--- src/rtl/rst_pin_pkg.sv ---
package rst_pin_pkg;

    typedef enum logic [1:0] {
        ST_POR_DRIVE = 2'd0,
        ST_IDLE      = 2'd1,
        ST_EXT_DRIVE = 2'd2
    } drv_state_t;

    localparam int STS_STICKY = 0;
    localparam int STS_LEVEL  = 1;

endpackage

--- src/rtl/rst_pin_sync.sv ---
module rst_pin_sync #(
    parameter int STAGES = 2
) (
    input  logic clk,
    input  logic rst_n,
    input  logic pin_i,
    input  logic drive_i,
    output logic level_o,
    output logic event_o
);
    logic [STAGES-1:0] sync_q;
    logic [STAGES-1:0] hist_q;
    logic              armed_q;
    logic              mask;

    always_ff @(posedge clk or negedge rst_n) begin
        if (!rst_n) begin
            sync_q  <= '1;
            hist_q  <= '1;
            armed_q <= 1'b1;
        end else begin
            sync_q <= {sync_q[STAGES-2:0], pin_i};
            hist_q <= {hist_q[STAGES-2:0], drive_i};
            if (!mask) begin
                armed_q <= sync_q[STAGES-1];
            end
        end
    end

    always_comb begin
        level_o = sync_q[STAGES-1];
        mask    = drive_i | (|hist_q);
        event_o = armed_q && !mask && !sync_q[STAGES-1];
    end

    // after a report, no second report follows without the pin going high first
    p_one_report_r4: assert property (@(posedge clk) disable iff (!rst_n)
        event_o |=> !event_o);

endmodule

--- src/rtl/rst_pin_pulse.sv ---
module rst_pin_pulse
    import rst_pin_pkg::*;
#(
    parameter int EXP_W = 4
) (
    input  logic             clk,
    input  logic             rst_n,
    input  logic             req_i,
    input  logic [EXP_W-1:0] exp_i,
    output logic             drive_o
);
    localparam int CNT_W = 1 << EXP_W;

    drv_state_t       state_q, state_d;
    logic [CNT_W-1:0] cnt_q, cnt_d;
    logic [CNT_W-1:0] len_m1;
    logic [EXP_W:0]   sh_amt;

    always_comb begin
        sh_amt = {1'b0, exp_i} + (EXP_W+1)'(1);
        len_m1 = CNT_W'(((CNT_W+1)'(1) << sh_amt) - (CNT_W+1)'(1));
    end

    always_comb begin
        state_d = state_q;
        cnt_d   = cnt_q;
        unique case (state_q)
            ST_IDLE: begin
                if (req_i) begin
                    state_d = ST_EXT_DRIVE;
                    cnt_d   = len_m1;
                end
            end
            ST_POR_DRIVE, ST_EXT_DRIVE: begin
                if (req_i) begin
                    state_d = ST_EXT_DRIVE;
                    cnt_d   = len_m1;
                end else if (cnt_q == '0) begin
                    state_d = ST_IDLE;
                end else begin
                    cnt_d = cnt_q - CNT_W'(1);
                end
            end
            default: begin
                state_d = ST_IDLE;
            end
        endcase
    end

    always_ff @(posedge clk or negedge rst_n) begin
        if (!rst_n) begin
            state_q <= ST_POR_DRIVE;
            cnt_q   <= CNT_W'(1);
        end else begin
            state_q <= state_d;
            cnt_q   <= cnt_d;
        end
    end

    always_comb begin
        drive_o = (state_q != ST_IDLE);
    end

    p_start_len_r2: assert property (@(posedge clk) disable iff (!rst_n)
        (state_q == ST_IDLE && req_i) |=> (drive_o && cnt_q == $past(len_m1)));

    p_release_r2: assert property (@(posedge clk) disable iff (!rst_n)
        (state_q != ST_IDLE && !req_i && cnt_q == '0) |=> !drive_o);

    p_restart_r3: assert property (@(posedge clk) disable iff (!rst_n)
        (state_q != ST_IDLE && req_i) |=> (state_q == ST_EXT_DRIVE && cnt_q == $past(len_m1)));

endmodule

--- src/rtl/rst_pin_regs.sv ---
module rst_pin_regs
    import rst_pin_pkg::*;
#(
    parameter int EXP_W = 4
) (
    input  logic             clk,
    input  logic             rst_n,
    input  logic             sel_i,
    input  logic             wr_i,
    input  logic             rd_i,
    input  logic [EXP_W+1:0] wdata_i,
    output logic [EXP_W+1:0] rdata_o,
    input  logic             event_i,
    input  logic             level_i,
    output logic [EXP_W-1:0] exp_o,
    output logic             irq_sel_o,
    output logic             usr_en_o
);
    localparam int REG_W = EXP_W + 2;

    logic sticky_q;
    logic sts_rd;

    always_comb begin
        sts_rd = rd_i && sel_i;
    end

    always_ff @(posedge clk or negedge rst_n) begin
        if (!rst_n) begin
            exp_o     <= '0;
            irq_sel_o <= 1'b0;
            usr_en_o  <= 1'b1;
        end else if (wr_i && !sel_i) begin
            exp_o     <= wdata_i[EXP_W-1:0];
            irq_sel_o <= wdata_i[EXP_W];
            usr_en_o  <= wdata_i[EXP_W+1];
        end
    end

    always_ff @(posedge clk or negedge rst_n) begin
        if (!rst_n) begin
            sticky_q <= 1'b0;
        end else if (event_i) begin
            sticky_q <= 1'b1;
        end else if (sts_rd) begin
            sticky_q <= 1'b0;
        end
    end

    always_comb begin
        rdata_o = '0;
        if (sel_i) begin
            rdata_o[STS_STICKY] = sticky_q;
            rdata_o[STS_LEVEL]  = level_i;
        end else begin
            rdata_o = {usr_en_o, irq_sel_o, exp_o};
        end
    end

    p_sticky_clear_r8: assert property (@(posedge clk) disable iff (!rst_n)
        (sts_rd && !event_i) |=> !sticky_q);

    p_sticky_hold_r8: assert property (@(posedge clk) disable iff (!rst_n)
        (sticky_q && !sts_rd) |=> sticky_q);

    initial begin
        assert (REG_W >= 2);
    end

endmodule

--- src/rtl/rst_pin_mgr.sv ---
module rst_pin_mgr
    import rst_pin_pkg::*;
#(
    parameter int EXP_W       = 4,
    parameter int SYNC_STAGES = 2
) (
    input  logic             clk_slow,
    input  logic             rst_n,
    input  logic             ext_rst_req,
    input  logic             pin_in,
    output logic             pin_out,
    output logic             pin_oe,
    output logic             usr_rst,
    output logic             irq,
    input  logic             reg_sel,
    input  logic             reg_wr,
    input  logic             reg_rd,
    input  logic [EXP_W+1:0] reg_wdata,
    output logic [EXP_W+1:0] reg_rdata
);
    logic             drive;
    logic             level;
    logic             pin_event;
    logic [EXP_W-1:0] exp_val;
    logic             irq_sel;
    logic             usr_en;

    rst_pin_pulse #(.EXP_W(EXP_W)) u_pulse (
        .clk     (clk_slow),
        .rst_n   (rst_n),
        .req_i   (ext_rst_req),
        .exp_i   (exp_val),
        .drive_o (drive)
    );

    rst_pin_sync #(.STAGES(SYNC_STAGES)) u_sync (
        .clk     (clk_slow),
        .rst_n   (rst_n),
        .pin_i   (pin_in),
        .drive_i (drive),
        .level_o (level),
        .event_o (pin_event)
    );

    rst_pin_regs #(.EXP_W(EXP_W)) u_regs (
        .clk       (clk_slow),
        .rst_n     (rst_n),
        .sel_i     (reg_sel),
        .wr_i      (reg_wr),
        .rd_i      (reg_rd),
        .wdata_i   (reg_wdata),
        .rdata_o   (reg_rdata),
        .event_i   (pin_event),
        .level_i   (level),
        .exp_o     (exp_val),
        .irq_sel_o (irq_sel),
        .usr_en_o  (usr_en)
    );

    always_ff @(posedge clk_slow or negedge rst_n) begin
        if (!rst_n) begin
            usr_rst <= 1'b0;
            irq     <= 1'b0;
        end else begin
            usr_rst <= pin_event && usr_en && !irq_sel;
            irq     <= pin_event && irq_sel;
        end
    end

    always_comb begin
        pin_out = 1'b0;
        pin_oe  = drive;
    end

    p_quiet_drive_r9: assert property (@(posedge clk_slow) disable iff (!rst_n)
        pin_oe |=> !(usr_rst || irq));

    p_usr_off_r5: assert property (@(posedge clk_slow) disable iff (!rst_n)
        !usr_en |=> !usr_rst);

    p_irq_only_r6: assert property (@(posedge clk_slow) disable iff (!rst_n)
        irq_sel |=> !usr_rst);

    p_single_usr_r4: assert property (@(posedge clk_slow) disable iff (!rst_n)
        usr_rst |=> !usr_rst);

    p_single_irq_r6: assert property (@(posedge clk_slow) disable iff (!rst_n)
        irq |=> !irq);

endmodule

--- config.mk ---
export PLATFORM = sky130hd
export DESIGN_NAME = rst_pin_mgr
export DESIGN_NICKNAME = d
export VERILOG_FILES = /design/src/rtl/rst_pin_pkg.sv /design/src/rtl/rst_pin_sync.sv /design/src/rtl/rst_pin_pulse.sv /design/src/rtl/rst_pin_regs.sv /design/src/rtl/rst_pin_mgr.sv
export SDC_FILE = /design/constraint.sdc
export NUM_CORES = 1
export LEC_CHECK = 0
export ABC_CLOCK_PERIOD_IN_PS = 2000
export BUFFER_PORTS_ARGS = -buffer_cell sky130_fd_sc_hd__buf_4
export CORE_UTILIZATION = 45
export CTS_CLUSTER_DIAMETER = 30
export DETAILED_ROUTE_END_ITERATION = 12
export GPL_TIMING_DRIVEN = 0
export PLACE_DENSITY = 0.76
export SLEW_MARGIN = 20
export SYNTH_ARGS = -nofsm -noshare
export SYNTH_HDL_FRONTEND = slang
export SYNTH_SLANG_ARGS = --single-unit
--- constraint.sdc ---
create_clock -name clk_slow -period 2 [get_ports clk_slow]
set_input_delay 0.1 -clock clk_slow [delete_from_list [all_inputs] [get_ports clk_slow]]
set_output_delay 0.1 -clock clk_slow [all_outputs]
set_load 0.01 [all_outputs]
# After elaboration in Yosys (flattened, before gate mapping)
# Cells that the tools add are included.
# op_classes
n_addsub	3
eq_ne	6
n_shift	1
reduce_logical	19
bitwise_logic	1
muxes	12
# ops
operator	count
$mux 16	3
$pmux 16 s2	1
$logic_not 16->1	1
$shl 1x5->16 const A	1
$sub 16x1->16 const B	1
$sub 16x2->16 const B	1
$mux 2	4
$logic_and 1x1->1	7
$add 4x1->5 const B	1
$logic_not 1->1	4
$mux 4	1
$pmux 2 s2	1
$reduce_bool 2->1	2
$reduce_or 2->1	2
$ne 3x2->1 const B	1
$ne 3x3->1 const B	1
$reduce_and 3->1	1
$eq 2x1->1 const B	1
$eq 2x2->1 const B	1
$logic_not 2->1	1
$mux 1	2
$ne 2x1->1 const B	1
$ne 2x2->1 const B	1
$reduce_and 2->1	1
$or 1x1->1	1
# word_totals
register_bits	32
out_inout_bits	10
in_bits	13
elab_cells	53

# Longest topological paths before layout
# depth
word_depth	7
mapped_depth	11
depth_no_buf	8

# By module
# From an unflattened synthesis, not the netlist that was laid out.
# hier_totals
hier_cells	207
hier_area_um2	1986.9
# modules_own_cells
module	area_each_um2	instances	seq_area_each_um2	cells_per_inst
rst_pin_pulse	1391.3	1	451.7	170
rst_pin_regs	355.3	1	176.4	23
rst_pin_sync	162.7	1	131.4	8
rst_pin_mgr	77.6	1	50.0	6

# Worst setup path after synthesis
# No wires, ideal clock.
# synth_path
kind	reg2reg
from	reg u_regs.exp_o[2]
to	reg u_pulse.cnt_q[8]
setup_ps	94
t_required_ps	1906
slack_ps	-100
path_stages_with_launch	11
arrival_time_ps	2006
path_buffers	3
cell_sequence	dfrtp_1 -> clkbuf_1 -> clkbuf_1 -> nor2_1 -> nand2_1 -> ha_1 -> clkbuf_1 -> o21ai_0 -> o311ai_0 -> o41ai_1 -> a221oi_2
# synth_via
elab_chain_len	5
# synth_lines
item	line	text
start: declaration	rst_pin_regs.sv:15	output logic [EXP_W-1:0] exp_o,
start signal: assignment	rst_pin_regs.sv:34	exp_o <= wdata_i[EXP_W-1:0];
$add 4x1->5 (*)	rst_pin_pulse.sv:20	sh_amt = {1'b0, exp_i} + (EXP_W+1)'(1);
$shl 1x5->16 (*)	rst_pin_pulse.sv:21	len_m1 = CNT_W'(((CNT_W+1)'(1) << sh_amt) - (CNT_W+1)'(1));
$sub 16x2->16 (*)	rst_pin_pulse.sv:21	
$mux 16 (on tied branches)	rst_pin_pulse.sv:35, rst_pin_pulse.sv:29	
$pmux 16 s2 (*)	rst_pin_pulse.sv:27	unique case (state_q)
end signal: assignment	rst_pin_pulse.sv:56	cnt_q <= cnt_d;
end: declaration	rst_pin_pulse.sv:15	logic [CNT_W-1:0] cnt_q, cnt_d;
# Mark *: on every way between the ends. The rest lies on a longest branch, timed or not. The select of a mux whose other input is x is not followed.
# A chain may end at the register's enable or synchronous reset.

# Worst setup path in the final report
# layout_path
from	reg u_regs.exp_o[1]
to	reg u_pulse.cnt_q[8]
# The elaborated chain is that of the path after synthesis.

==> impl_metrics.json <==
{
  "crit_end": "u_pulse.cnt_q[8]$_DFFE_PN0P_",
  "worstSkewPairLatency_ns": 0.29,
  "p_sw_share_pct": 32.8,
  "ios": 23,
  "period_needed_ns": 2.00,
  "clock_power_share_pct": 28.6,
  "placed_cell_area_mm2": 0.00217,
  "die_x_um": 67.7,
  "clk_pin_slew_ns": 0.07,
  "layout-drive-gt1-share_pct": 32.9,
  "cts_tree": "done",
  "die_y_um": 67.7,
  "power_per_cell_area_mw_per_mm2": 743,
  "yosysTopAreaCell": "dfrtp_1",
  "post_synth.cell_area_avg_um2": 8.98,
  "grt_antenna_before_repair": 0,
  "drt-pass1-iter-count": 5,
  "coreArea_mm2": 0.00406,
  "maxCapViolCount": 0,
  "synth.area.top_cells": "dfrtp_1 (32%), dfstp_2 (9.5%), mux2_2 (5.2%)",
  "rows": 23,
  "place_congestion": 0.937,
  "multi_input_area_mm2": 0.00115,
  "synth_area_mm2": 0.00194,
  "critical_path_required_ns": 2.20,
  "critPathLaunchType": "register",
  "max-vdd-ir-drop_uv": 502,
  "clock_path_buffers": 2,
  "fin_crit_sh_pct": 99.8,
  "power_frac_seq_pct": 45.7,
  "crit_top_cell": "buf_2",
  "drc": 0,
  "cts_buffers": 5,
  "syn-num-nets": 231,
  "start_util_pct": 47.8,
  "pwr-share-comb_pct": 25.6,
  "dr.first_iter.drc_count": 168,
  "yosysMostFrequentCell": "dfrtp_1",
  "slew-limit-headroom_pct": 61.5,
  "grt_usage_pct": 24.2,
  "ys_types": 58,
  "fmax_mhz": 501,
  "ys_async_sr_fraction_pct": 100,
  "synth-seq-cells": 32,
  "place_inst": 287,
  "drt_wl_total_um": 5040,
  "r2r-start": "u_regs.exp_o[1]$_DFFE_PN0P_",
  "status": "complete, no violations",
  "viasPerCell": 6.18,
  "maxSlewViolCount": 0,
  "seq_area_um2": 812,
  "clock_sinks": 32,
  "fillerInstances": 355,
  "setup_slack_ns": 0.00405,
  "drtAntennaViolNets": 0,
  "post_drt_wl_per_cell_um": 16.7,
  "critPathMaxStageDelay_ns": 0.36,
  "crit_chain": "buf_2 > nor2_4 > nand2_1 > ha_4 > buf_2 > o311ai_1 > o41ai_1 > a221oi_2",
  "clock_skew_ns": 0.00585,
  "worstMarginPinSlew_ns": 0.572,
  "intPower_uw": 1220,
  "root_buffer": "clkbuf_8",
  "design_area_mm2": 0.00245,
  "area_delta_synth_final_pct": 26.3,
  "hp-class": "in -> reg",
  "synthTopCellsByCount": "dfrtp_1 (25), nand2_1 (22), nor2_1 (18)",
  "dp_slack_ns": -0.254,
  "dp_hpwl_um": 3420,
  "yosysWarnings": 0,
  "min_delay_path_depth": 2,
  "switchingPower_uw": 598,
  "yosys.area.top_type_share_pct": 32.3,
  "syn-instance-count": 216,
  "num_antenna_cells": 0,
  "nets": 266,
  "io_buffers": 21,
  "htreeDepth": 2,
  "first_global_vias": 1671,
  "synth_edf_count": 0,
  "layout.cells.non_filler": 302,
  "crit_path_start": "u_regs.exp_o[1]$_DFFE_PN0P_",
  "utilization_pct": 60.3,
  "crit_slowest_cell": "o311ai_1",
  "hold_viol": 0,
  "crit_arrival_ns": 2.19,
  "crit_type": "reg -> reg",
  "worstPathMaxFanout": 10,
  "rsz0062_at_grt": "yes",
  "setup-violations-final": 0,
  "die_area_mm2": 0.00458,
  "reg2reg_to": "u_pulse.cnt_q[8]$_DFFE_PN0P_",
  "grt_max_degree": 33,
  "via_count": 1866,
  "seq_area_frac_synth_pct": 41.7,
  "synth_flop_cell": "dfrtp_1",
  "reg2reg_slack_ns": 0.004,
  "grt-ovfl-total": 0,
  "reg2reg_depth": 8,
  "grt_pass1_wl_um": 8120,
  "leakage_uw": 0.00102,
  "end_kind": "register"
}
-- worst min-delay path by stage --
stage	startpoint	endpoint	slack (ns)
after floorplan	rst_n	irq$_DFF_PN0_	-0.20
after global placement	rst_n	u_regs.exp_o[2]$_DFFE_PN0P_	0.06
after detailed placement	rst_n	u_regs.exp_o[2]$_DFFE_PN0P_	0.07
after CTS	reg_wdata[5]	u_regs.usr_en_o$_DFFE_PN1P_	0.04
after global routing	reg_wdata[5]	u_regs.usr_en_o$_DFFE_PN1P_	0.04
final	reg_wdata[2]	u_regs.exp_o[2]$_DFFE_PN0P_	0.04
-- layout make-up --
cell class	count	area share [%]
inverter	7	1.07
buffer	13	2.81
timing repair buffer	31	9.71
sequential	32	33.2
clock inverter	2	0.409
clock buffer	6	3.37
tap	50	2.55
multi-input combinational	161	46.9
-- registers in the layout (all words and copies together), names as in the netlist --
name	cells
irq	1
u_pulse.cnt_q	16
u_pulse.state_q	2
u_regs.exp_o	4
u_regs.irq_sel_o	1
u_regs.sticky_q	1
u_regs.usr_en_o	1
u_sync.armed_q	1
u_sync.hist_q	2
u_sync.sync_q	2
usr_rst	1
-- power groups by stage --
stage               clock, µW  combinational [µW]  sequential [µW]
finish                    521                 467              832
global route              561                 514              842
CTS                       531                 451              801
detailed placement          0                 425              811
global placement            0                 418              808
floorplan                   0                 307              791
-- worst max-delay path, delay by kind of cell, from the launching register on --
kind	cells	cell delay [ns]
compound gates	3	0.81
flops	1	0.35
buf+inv	2	0.35
simple gates	2	0.20
fa+ha+maj	1	0.19
-- cells in the final DEF, fill, tap and decap left out, drive strengths merged, types with 3 or more instances in the layout --
cell and instances:
dfstp 7, nor2b 5, and2 4, inv 7, nor3b 3, mux2 9, buf 34, or3 4
dfrtp 25, or2 3, nand4 3, nor2 18, clkbuf 14, a211oi 3, o21ai 11, nand2 22
o311ai 4, nor4 4, nand3 7, nor3 7, a21oi 15
-- metrics by stage --
stage	TNS [ns]	power, µW	hold slack (ns)
3_3_place_gp	-1.53	1230	0.0590
2_1_floorplan	0	1100	-0.196
6_report	0	1820	0.0413
3_5_place_dp	-1.56	1240	0.0703
5_1_grt	-0.304	1920	0.0426
4_1_cts	-0.0121	1780	0.0380
-- logic make-up after synthesis --
family | after synthesis | synth area share, %
mux | 9 | 5.23
fa+ha+maj | 2 | 1.29
buf+inv | 23 | 5.16
compound gates | 58 | 20.8
other cells | 2 | 0.387
simple gates | 89 | 25.0
flops | 32 | 41.7
xor+xnor | 1 | 0.452
-- layer usage --
layer	up-vias	part of all wire, %	GRT usage [%]
met4	0	1.8	7.18
met5	-	0	0
met1	916	43	32.1
met2	78	48	38.6
met3	12	7.8	5.91
li1	860	-	-
-- timing repair --
item / 4_1_cts / 5_1_grt
resized for setup: 11 / 25
setup endpoints to repair: 13 / 14
endpoints found under the hold margin: 26 / 0
hold buffers: 2 / 0
pin swaps: 3 / 13
setup buffers: 3 / 5
No activity file was read; power rests on OpenSTA's default activity.
